<file path="src/rtl/mq_pkg.sv">
package mq_pkg;
   // list index doubles as the slot number in the shared region
   typedef enum logic [1:0] {
      L_IN_FREE  = 2'd0,
      L_IN_POST  = 2'd1,
      L_OUT_POST = 2'd2,
      L_OUT_FREE = 2'd3
   } list_e;

   typedef enum logic {
      ST_IDLE   = 1'b0,
      ST_ACCESS = 1'b1
   } eng_state_e;

   // port 0 read/write -> lists 0/1, port 1 read/write -> lists 2/3
   function automatic list_e list_of(input logic port, input logic we);
      return list_e'({port, we});
   endfunction

   // lists whose head is advanced by the block (push targets)
   function automatic logic hw_owns_head(input int idx);
      return (idx == 1) || (idx == 3);
   endfunction
endpackage

</file>
<file path="src/rtl/mq_ptr_bank.sv">
module mq_ptr_bank #(
   parameter int PTR_W = 6
) (
   input  logic                      clk,
   input  logic                      rst_n,
   input  logic [3:0]                hw_inc,
   input  logic                      cpu_we,
   input  logic [1:0]                cpu_sel,
   input  logic [PTR_W-1:0]          cpu_val,
   output logic [3:0][PTR_W-1:0]     head_p,
   output logic [3:0][PTR_W-1:0]     tail_p,
   output logic [3:0][PTR_W-1:0]     hw_p
);
   localparam logic [PTR_W-1:0] STEP = PTR_W'(4);

   for (genvar g = 0; g < 4; g++) begin : g_list
      logic [PTR_W-1:0] hw_q;
      logic [PTR_W-1:0] sw_q;

      always_ff @(posedge clk or negedge rst_n) begin
         if (!rst_n)         hw_q <= '0;
         else if (hw_inc[g]) hw_q <= hw_q + STEP;
      end

      always_ff @(posedge clk or negedge rst_n) begin
         if (!rst_n)
            sw_q <= '0;
         else if (cpu_we && (cpu_sel == 2'(g)))
            sw_q <= {cpu_val[PTR_W-1:2], 2'b00};
      end

      if (mq_pkg::hw_owns_head(g)) begin : g_push
         assign head_p[g] = hw_q;
         assign tail_p[g] = sw_q;
      end else begin : g_pop
         assign head_p[g] = sw_q;
         assign tail_p[g] = hw_q;
      end

      assign hw_p[g] = hw_q;
   end
endmodule

</file>
<file path="src/rtl/mq_engine.sv">
module mq_engine
   import mq_pkg::*;
#(
   parameter int ADDR_W = 32,
   parameter int DATA_W = 32,
   parameter int PTR_W  = 6
) (
   input  logic                  clk,
   input  logic                  rst_n,
   input  logic [ADDR_W-1:0]     qbase,
   input  logic                  host_valid,
   input  logic                  host_we,
   input  logic                  host_port,
   input  logic [DATA_W-1:0]     host_wdata,
   output logic                  host_retry,
   output logic                  host_done,
   output logic [DATA_W-1:0]     host_rdata,
   input  logic [3:0][PTR_W-1:0] head_p,
   input  logic [3:0][PTR_W-1:0] tail_p,
   output logic [3:0]            hw_inc,
   output logic                  evt_doorbell,
   output logic                  evt_full,
   output logic                  mem_req,
   output logic                  mem_we,
   output logic [ADDR_W-1:0]     mem_addr,
   output logic [DATA_W-1:0]     mem_wdata,
   input  logic                  mem_ack,
   input  logic [DATA_W-1:0]     mem_rdata
);
   localparam logic [PTR_W-1:0] STEP = PTR_W'(4);

   eng_state_e        state_q;
   list_e             op_q;
   list_e             req_list;
   logic [PTR_W-1:0]  req_ptr;
   logic              req_empty;
   logic              accept;
   logic              ack_now;
   logic [ADDR_W-1:0] req_addr;

   always_comb begin
      req_list  = list_of(host_port, host_we);
      req_ptr   = host_we ? head_p[req_list] : tail_p[req_list];
      req_empty = (head_p[req_list] == tail_p[req_list]);
      // slot size is a power of two, so slot*SIZE+ptr is a concatenation
      req_addr  = qbase + ADDR_W'({req_list, req_ptr});
   end

   assign accept     = host_valid && (state_q == ST_IDLE);
   assign ack_now    = (state_q == ST_ACCESS) && mem_ack;
   assign host_retry = host_valid && (state_q == ST_ACCESS);
   assign mem_req    = (state_q == ST_ACCESS);

   always_ff @(posedge clk or negedge rst_n) begin
      if (!rst_n) begin
         state_q    <= ST_IDLE;
         op_q       <= L_IN_FREE;
         mem_we     <= 1'b0;
         mem_addr   <= '0;
         mem_wdata  <= '0;
         host_done  <= 1'b0;
         host_rdata <= '0;
      end else begin
         host_done <= 1'b0;
         if (accept) begin
            if (!host_we && req_empty) begin
               host_done  <= 1'b1;
               host_rdata <= '1;
            end else begin
               state_q   <= ST_ACCESS;
               op_q      <= req_list;
               mem_we    <= host_we;
               mem_addr  <= req_addr;
               mem_wdata <= host_wdata;
            end
         end else if (ack_now) begin
            state_q    <= ST_IDLE;
            host_done  <= 1'b1;
            host_rdata <= mem_we ? '0 : mem_rdata;
         end
      end
   end

   always_comb begin
      hw_inc = '0;
      if (ack_now) hw_inc[op_q] = 1'b1;
   end

   assign evt_doorbell = ack_now && (op_q == L_IN_POST);
   assign evt_full     = ack_now && (op_q == L_OUT_FREE) &&
                         ((head_p[L_OUT_FREE] + STEP) == tail_p[L_OUT_FREE]);
endmodule

</file>
<file path="src/rtl/mq_status.sv">
module mq_status #(
   parameter int NFLAGS = 2
) (
   input  logic              clk,
   input  logic              rst_n,
   input  logic [NFLAGS-1:0] set_ev,
   input  logic [NFLAGS-1:0] clr_w1c,
   output logic [NFLAGS-1:0] flags
);
   // a new event wins over a clear arriving in the same cycle
   always_ff @(posedge clk or negedge rst_n) begin
      if (!rst_n) flags <= '0;
      else        flags <= (flags & ~clr_w1c) | set_ev;
   end
endmodule

</file>
<file path="src/rtl/mfa_queue_mgr.sv">
module mfa_queue_mgr
   import mq_pkg::*;
#(
   parameter int ADDR_W  = 32,
   parameter int DATA_W  = 32,
   parameter int ENTRIES = 16,
   localparam int PTR_W  = $clog2(ENTRIES) + 2
) (
   input  logic                 clk,
   input  logic                 rst_n,
   input  logic [ADDR_W-1:0]    qbase,
   input  logic                 host_valid,
   input  logic                 host_we,
   input  logic                 host_port,
   input  logic [DATA_W-1:0]    host_wdata,
   output logic                 host_retry,
   output logic                 host_done,
   output logic [DATA_W-1:0]    host_rdata,
   input  logic                 cpu_ptr_we,
   input  logic [1:0]           cpu_ptr_sel,
   input  logic [PTR_W-1:0]     cpu_ptr_val,
   input  logic [1:0]           cpu_clr,
   output logic [4*PTR_W-1:0]   hw_ptr,
   output logic                 host_irq,
   output logic                 local_irq,
   output logic                 local_err,
   output logic                 mem_req,
   output logic                 mem_we,
   output logic [ADDR_W-1:0]    mem_addr,
   output logic [DATA_W-1:0]    mem_wdata,
   input  logic                 mem_ack,
   input  logic [DATA_W-1:0]    mem_rdata
);
   localparam int SIZE_B = ENTRIES * 4;

   if (ENTRIES < 2 || (ENTRIES & (ENTRIES - 1)) != 0) begin : g_bad_entries
      $error("ENTRIES must be a power of two, at least 2");
   end
   if (ADDR_W < PTR_W + 2) begin : g_bad_addr
      $error("ADDR_W too narrow for four lists of %0d bytes", SIZE_B);
   end
   if (DATA_W < 8) begin : g_bad_data
      $error("DATA_W must be at least 8");
   end

   logic [3:0][PTR_W-1:0] head_p;
   logic [3:0][PTR_W-1:0] tail_p;
   logic [3:0][PTR_W-1:0] hw_p;
   logic [3:0]            hw_inc;
   logic                  evt_doorbell;
   logic                  evt_full;
   logic [1:0]            flags;

   mq_ptr_bank #(.PTR_W(PTR_W)) i_ptrs (
      .clk     (clk),
      .rst_n   (rst_n),
      .hw_inc  (hw_inc),
      .cpu_we  (cpu_ptr_we),
      .cpu_sel (cpu_ptr_sel),
      .cpu_val (cpu_ptr_val),
      .head_p  (head_p),
      .tail_p  (tail_p),
      .hw_p    (hw_p)
   );

   mq_engine #(.ADDR_W(ADDR_W), .DATA_W(DATA_W), .PTR_W(PTR_W)) i_eng (
      .clk          (clk),
      .rst_n        (rst_n),
      .qbase        (qbase),
      .host_valid   (host_valid),
      .host_we      (host_we),
      .host_port    (host_port),
      .host_wdata   (host_wdata),
      .host_retry   (host_retry),
      .host_done    (host_done),
      .host_rdata   (host_rdata),
      .head_p       (head_p),
      .tail_p       (tail_p),
      .hw_inc       (hw_inc),
      .evt_doorbell (evt_doorbell),
      .evt_full     (evt_full),
      .mem_req      (mem_req),
      .mem_we       (mem_we),
      .mem_addr     (mem_addr),
      .mem_wdata    (mem_wdata),
      .mem_ack      (mem_ack),
      .mem_rdata    (mem_rdata)
   );

   mq_status #(.NFLAGS(2)) i_flags (
      .clk     (clk),
      .rst_n   (rst_n),
      .set_ev  ({evt_full, evt_doorbell}),
      .clr_w1c (cpu_clr),
      .flags   (flags)
   );

   assign hw_ptr    = hw_p;
   assign host_irq  = (head_p[L_OUT_POST] != tail_p[L_OUT_POST]);
   assign local_irq = flags[0];
   assign local_err = flags[1];
endmodule

</file>
<file path="config.mk">
export PLATFORM = sky130hd
export DESIGN_NAME = mfa_queue_mgr
export DESIGN_NICKNAME = d
export VERILOG_FILES = /design/src/rtl/mq_pkg.sv /design/src/rtl/mq_ptr_bank.sv /design/src/rtl/mq_engine.sv /design/src/rtl/mq_status.sv /design/src/rtl/mfa_queue_mgr.sv
export SDC_FILE = /design/constraint.sdc
export NUM_CORES = 1
export LEC_CHECK = 0
export BUFFER_PORTS_ARGS = -buffer_cell sky130_fd_sc_hd__buf_2
export CORE_AREA = 4 4 115 117
export DETAILED_ROUTE_END_ITERATION = 12
export DIE_AREA = 0 0 119 121
export MAX_ROUTING_LAYER = met4
export PLACE_DENSITY_LB_ADDON = 0.05
export SYNTH_ARGS = -nofsm -noshare
export SYNTH_HDL_FRONTEND = slang
export SYNTH_SLANG_ARGS = --single-unit
export TNS_END_PERCENT = 5
</file>
<file path="constraint.sdc">
create_clock -name clk -period 5.1 [get_ports clk]
set_input_delay 0.51 -clock clk [delete_from_list [all_inputs] [get_ports clk]]
set_output_delay 0.51 -clock clk [all_outputs]
set_load 0.02 [all_outputs]
</file>
==> results of run 1 <==
[sequential cells by signal (all words and copies together), names as in the netlist]
| name | count |
|---|---|
| i_flags.flags | 2 |
| i_eng.op_q | 2 |
| i_eng.mem_addr | 32 |
| i_eng.host_rdata | 32 |
| i_eng.host_done | 1 |
| i_ptrs.g_list.sw_q | 12 |
| i_eng.mem_req | 1 |
| i_ptrs.g_list.hw_q | 16 |
| i_eng.mem_wdata | 32 |
[synthesized netlist by cell type, types with 8 or more instances]
| cell type | instances |
|---|---|
| xnor2_1 | 20 |
| nand2_1 | 14 |
| nor2_1 | 60 |
| mux2_2 | 16 |
| inv_1 | 9 |
| dfrtp_1 | 130 |
| nand4_1 | 10 |
| o21ai_1 | 33 |
| ha_1 | 10 |
| buf_6 | 8 |
| xor2_1 | 33 |
| clkbuf_1 | 13 |
| nand3_1 | 11 |
| mux2_4 | 39 |
| a21oi_1 | 58 |
| buf_4 | 24 |
[stage by stage]
step / setup slack [ns] / total power [mW] / hold WS [ns] / utilization, %
floorplan: 2.21 / 3.23 / 0.214 / -
CTS: 2.21 / 5.04 / 0.209 / 64.8
finish: 2.22 / 4.98 / 0.199 / 64.9
global placement: 1.87 / 3.80 / 0.464 / 60.3
detailed placement: 1.84 / 3.86 / 0.470 / 60.3
global route: 2.10 / 5.29 / 0.243 / 64.9
[final timing paths]
check                                                  endpoint  slack (ns)
setup reg to reg                 i_eng.mem_addr[27]$_DFFE_PN0P_        2.22
hold reg to reg                      i_flags.flags[0]$_DFF_PN0_        0.49
setup / recovery                 i_eng.mem_addr[27]$_DFFE_PN0P_        2.22
hold / removal                   i_eng.mem_wdata[2]$_DFFE_PN0P_        0.20
min in group clk                     i_flags.flags[1]$_DFF_PN0_        0.27
max in group asynchronous  i_ptrs.g_list[0].sw_q[4]$_DFFE_PN0P_        4.06
[cell type report]
cell class              count  area [µm²]  share of cell area [%]
diodes                      1        2.50                  0.0312
clock buffers              22         484                    6.04
clock inverters            10        82.6                    1.03
inverters                  10        37.5                   0.468
multi-input cells         368        2740                    34.1
flip-flops and latches    130        3250                    40.6
well taps                 172         215                    2.68
repair buffers            235        1210                    15.0
[critical path: stages (launching register included)]
cell and delay [ns]:
dfrtp_1 0.47, mux4_2 0.53, ha_1 0.32, a211oi_1 0.09, or3_4 0.39, a21oi_4 0.35, nand2_4 0.09, or4_1 0.40
a31oi_1 0.17
[metal layers]
layer	global-route usage, %	vias up	share of wire (%)
met1	28.9	2365	43
met4	7.02	0	1.5
met5	-	-	0
met2	35.9	177	49
met3	6.57	18	6.6
li1	-	2294	-
[kinds of logic after synthesis]
family,Yosys count,synth area share (%)
DFF,130,51.3
adders and majority gates,11,2.29
and+or+nand+nor,122,9.28
AOI/OAI and AO/OA,109,9.51
other,1,0.0591
muxes,65,14.3
xor gates and xnor gates,53,7.32
buffers and inverters,59,5.94
[power by group through the flow]
stage	sequential, mW	combinational [mW]	clock, mW
after floorplan	2.18	1.05	0
after global placement	1.76	2.04	0
after detailed placement	1.78	2.08	0
after CTS	1.78	2.09	1.17
after global routing	1.84	2.22	1.23
final	1.77	2.06	1.15
==> run metrics, run 1 <==
Hold Path Class in2async; CTS Sinks between 100 and 150; die area 14400 µm²; DIE HEIGHT approximately 120 µm; design area 8020 µm²; Finished Layout Cells 948; VDD IR-drop max approximately 0.43 mV; post-detail-place hpwl 11200 µm; pwr dens 621 nW/µm²; number of synthesized flops with an enable pin 0; root buf cell clkbuf_16; max cap viols 0; Slew @ Worst Pin 1.04 ns; vias 4854; Ys Warns 0; Final Wtd Congestion 0.814; reg2reg path depth 8; GRT Total Usage ~23%; Final setup viols 0; Hold Violations, Final 0; initial drt markers 303; hold_buf cts 0; maximum clock insertion buffer count 2; Yosys top cell by area dfrtp_1; Critical Path RT 5.43 ns; critical path startpoint i_ptrs.g_list[0].hw_q[3]$_DFFE_PN0P_; post-synthesis sequential area ratio 51.3%; drt first pass iters 4; Critical R2R Launch i_ptrs.g_list[0].hw_q[3]$_DFFE_PN0P_; Final period util 56.5%; most common cell after layout, fill and taps aside buf_2; CTS tree done; H-tree Lvls 4; CTS buffer count 17; Lkg Pwr 3.88 nW; wire per inst roughly 16 µm; Setup Fix Bufs, Post-CTS 0; Crit. End Element flop; Area Growth Syn to Fin 26.5%; sequential share of power around 36%; Comb power frac ~41%; crit path launch type flop; syn_area_per_cell 11.5 µm²; vias per cell 5.12; die width 119 µm; number of global-route vias before repair 4867; Most used DFF post-synth dfrtp_1; Synth Register Bits 130; Max Clk Rate 347 MHz; P_int 3.03 mW; Top Ports between 200 and 250; post-synthesis cell type count 49; Post-DP Area around 7400 µm²; worst skew pair latency 0.42 ns; initial antenna violation count 1; WL final 15500 µm; Final Critical Period 2.88 ns; Port Buffers around 230; Clock transition at path regs 0.06 ns; Synth Cell Area 6340 µm²; Worst Path Class, Setup reg2reg; post-synth top area share between 50 and 60%; row count 41; fillers 1032; most frequent cells in the layout buf_2 (228), dfrtp_1 (130), nor2_1 (60); switch share a little under 40%; drc violations 0; DP Cell Count between 900 and 1000; Initial Util around half; ys async rst share between 90% and 100%; grt total ovfl 0; Clock Power Share 23.1%; cells after synthesis 550; Net Sw Power about 1.9 mW; setup TNS 0 ns; Final ANT Viol Nets 0; Core Region between 10000 and 15000 µm²; Synth area leaders dfrtp_1 (51%), mux2_4 (9.2%), a21oi_1 (4.6%); critical-path maximum fanout 9; first-pass GRT wire length 25100 µm; fin. max-slew vios 0; Crit path arrival time approximately 3.2 ns; relative slew slack 30.9%; RSZ-0062 raised after global routing false; layout cells sized above 1 42.8%; outcome finished clean; largest net degree at the start of global routing 82; # nets final 886; post_cts resized 0; clk_skew 0.00583 ns
Power figures use the tool's default switching activity.
==> run 2, diff against run 1 <==
- CORE_AREA: 4 4 115 117 -> 4 4 124 126
- DIE_AREA: 0 0 119 121 -> 0 0 128 130
- clock period: 5.1 -> 2.6 ns (I/O delays scaled with it)
==> run 2 against run 1 <==
Against the previous run:
- fmax up 12%
- sequential cell count unchanged
- global-route usage down 2.2 points
- largest power group unchanged
==> run metrics, run 2 (same netlist as run 1, synthesis figures left out) <==
RSZ-0062 raised after global routing true; Hold Path Class in2reg; setup TNS 0 ns (unchanged); CTS tree done; Final Wtd Congestion 0.818 (+0.43%); WHS 0.0322 ns (-0.167 ns); number of global-route vias before repair 5109 (+5.0%); initial antenna violation count 0 (-1); dpl ws -0.106 ns (-1.95 ns); relative slew slack 56.8% (+26 points); Comb power frac 43.2% (+1.9 points); Critical Path RT 2.94 ns (-2.49 ns); Net Sw Power 3.95 mW (+100%); drc violations 0 (unchanged); Crit. End Element flop; clk_skew 0.00468 ns (-0.00115 ns); GRT Total Usage 20.6% (-2.2 points); outcome finished clean; maximum clock insertion buffer count 2 (unchanged); Crit path arrival time 2.92 ns (-0.30 ns); Post-DP Area 7730 µm² (+3.8%); switch share 38.3% (-0.76 points); final worst setup slack 0.0149 ns (-2.20 ns); wire per inst 16.5 µm (+0.76%); Core Region 14300 µm² (+16%); layout cells sized above 1 45.6% (+2.8 points); sequential share of power 32.8% (-2.8 points); VDD IR-drop max 0.578 mV (+35%); die area 16600 µm² (+16%); critical-path maximum fanout 3 (-6); Port Buffers 229 (unchanged); pwr dens 1230 nW/µm² (+97%); final core utilization 58.7% (-6.2 points); first-pass GRT wire length 26100 µm (+4.0%); Hold Violations, Final 0 (unchanged); CTS buffer count 17 (unchanged); Finished Layout Cells 991 (+4.5%); grt total ovfl 0 (unchanged); P_int 6.35 mW (+110%); Final setup viols 0 (unchanged); Initial Util 44.3% (-7.0 points); design area 8400 µm² (+4.7%); most frequent cells in the layout buf_2 (228), dfrtp_1 (130), nor2_1 (60); Largest regs i_eng.host_rdata x32, i_eng.mem_addr x32, i_eng.mem_wdata x32; row count 44 (+7.3%); DP Cell Count 958 (+4.7%); Clock transition at path regs 0.06 ns (about the same); Final period util 99.4% (+43 points); Lkg Pwr 4.05 nW (+4.6%); fin. max-slew vios 0 (unchanged); Area Growth Syn to Fin 32.4%; worst skew pair latency 0.41 ns (about the same); vias 4981 (+2.6%); # diodes 0 (-1); fillers 1274 (+23%); PnR Total Power 10.3 mW (+110%); Top Ports 240 (unchanged); most common cell after layout, fill and taps aside buf_2; CTS Sinks 130 (unchanged); Max Clk Rate 387 MHz (+12%); drt first pass iters 4 (unchanged); post-detail-place hpwl 12100 µm (+7.2%); root buf cell clkbuf_16; Slew @ Worst Pin 0.643 ns (-0.393 ns); Worst Path Class, Setup reg2reg; H-tree Lvls 4 (unchanged); Clock Power Share 24.1% (+1.0 points); max cap viols 0 (unchanged); Final Critical Period 2.59 ns (-0.297 ns); # nets final 918 (+3.6%); initial drt markers 262 (-14%); DIE HEIGHT 130 µm (+7.4%); crit path launch type flop; WL final 16400 µm (+5.3%); vias per cell 5.03 (-1.8%); Final ANT Viol Nets 0 (unchanged); largest net degree at the start of global routing 56 (-32%); die width 128 µm (+7.6%)
[run 2: area by class of cell]
class / count / area, µm² / area share, %
Sequential cell: 130 / 3250 / 38.7
Multi-Input combinational cell: 368 / 2780 / 33.1
Timing Repair Buffer: 267 / 1480 / 17.6
Clock buffer: 20 / 467 / 5.56
Tap cell: 184 / 230 / 2.74
Clock inverter: 12 / 155 / 1.85
Inverter: 10 / 37.5 / 0.447
[run 2: worst paths after layout]
check,from,to,slack (ns),depth (start not counted)
setup / recovery,i_ptrs.g_list[1].hw_q[3]$_DFFE_PN0P_,i_eng.mem_addr[27]$_DFFE_PN0P_,0.01,8
hold / removal,cpu_clr[1],i_flags.flags[1]$_DFF_PN0_,0.03,2
setup reg to reg,i_ptrs.g_list[1].hw_q[3]$_DFFE_PN0P_,i_eng.mem_addr[27]$_DFFE_PN0P_,0.01,8
hold reg to reg,i_flags.flags[0]$_DFF_PN0_,i_flags.flags[0]$_DFF_PN0_,0.48,1
max in group asynchronous,rst_n,i_eng.host_rdata[13]$_DFFE_PN0P_,1.65,3
min in group asynchronous,rst_n,i_eng.mem_addr[16]$_DFFE_PN0P_,0.32,2
[run 2: critical path, stage by stage, from the launching register on]
cell      delay [ns]
dfrtp_1         0.41
mux4_2          0.53
ha_4            0.30
a211oi_1        0.08
or3_4           0.39
a21oi_4         0.19
nand2_4         0.06
or4_1           0.40
a31oi_1         0.14
[run 2: layer usage]
layer,GRT usage (%),share of wire (%),vias up
li1,-,-,2357
met3,4.50,7.1,29
met2,32.9,48,180
met1,25.8,43,2415
met4,7.99,2.1,0
met5,-,0,-
[run 2: timing repair]
| action | in CTS | in global routing |
|---|---|---|
| endpoints found under the hold margin | 25 | 0 |
| hold buffers | 1 | 0 |
| endpoints found under the setup margin | 1 | 19 |
| setup buffers | 0 | 0 |
| pin swaps | 2 | 4 |
| gates resized for setup | 1 | 5 |
[run 2: power groups by stage]
stage	Combinational, mW	Clock (mW)	Sequential [mW]
detailed placement	4.45	0	3.40
global route	4.80	2.62	3.48
finish	4.44	2.48	3.37
CTS	4.48	2.53	3.38
global placement	4.39	0	3.36
floorplan	2.06	0	4.28
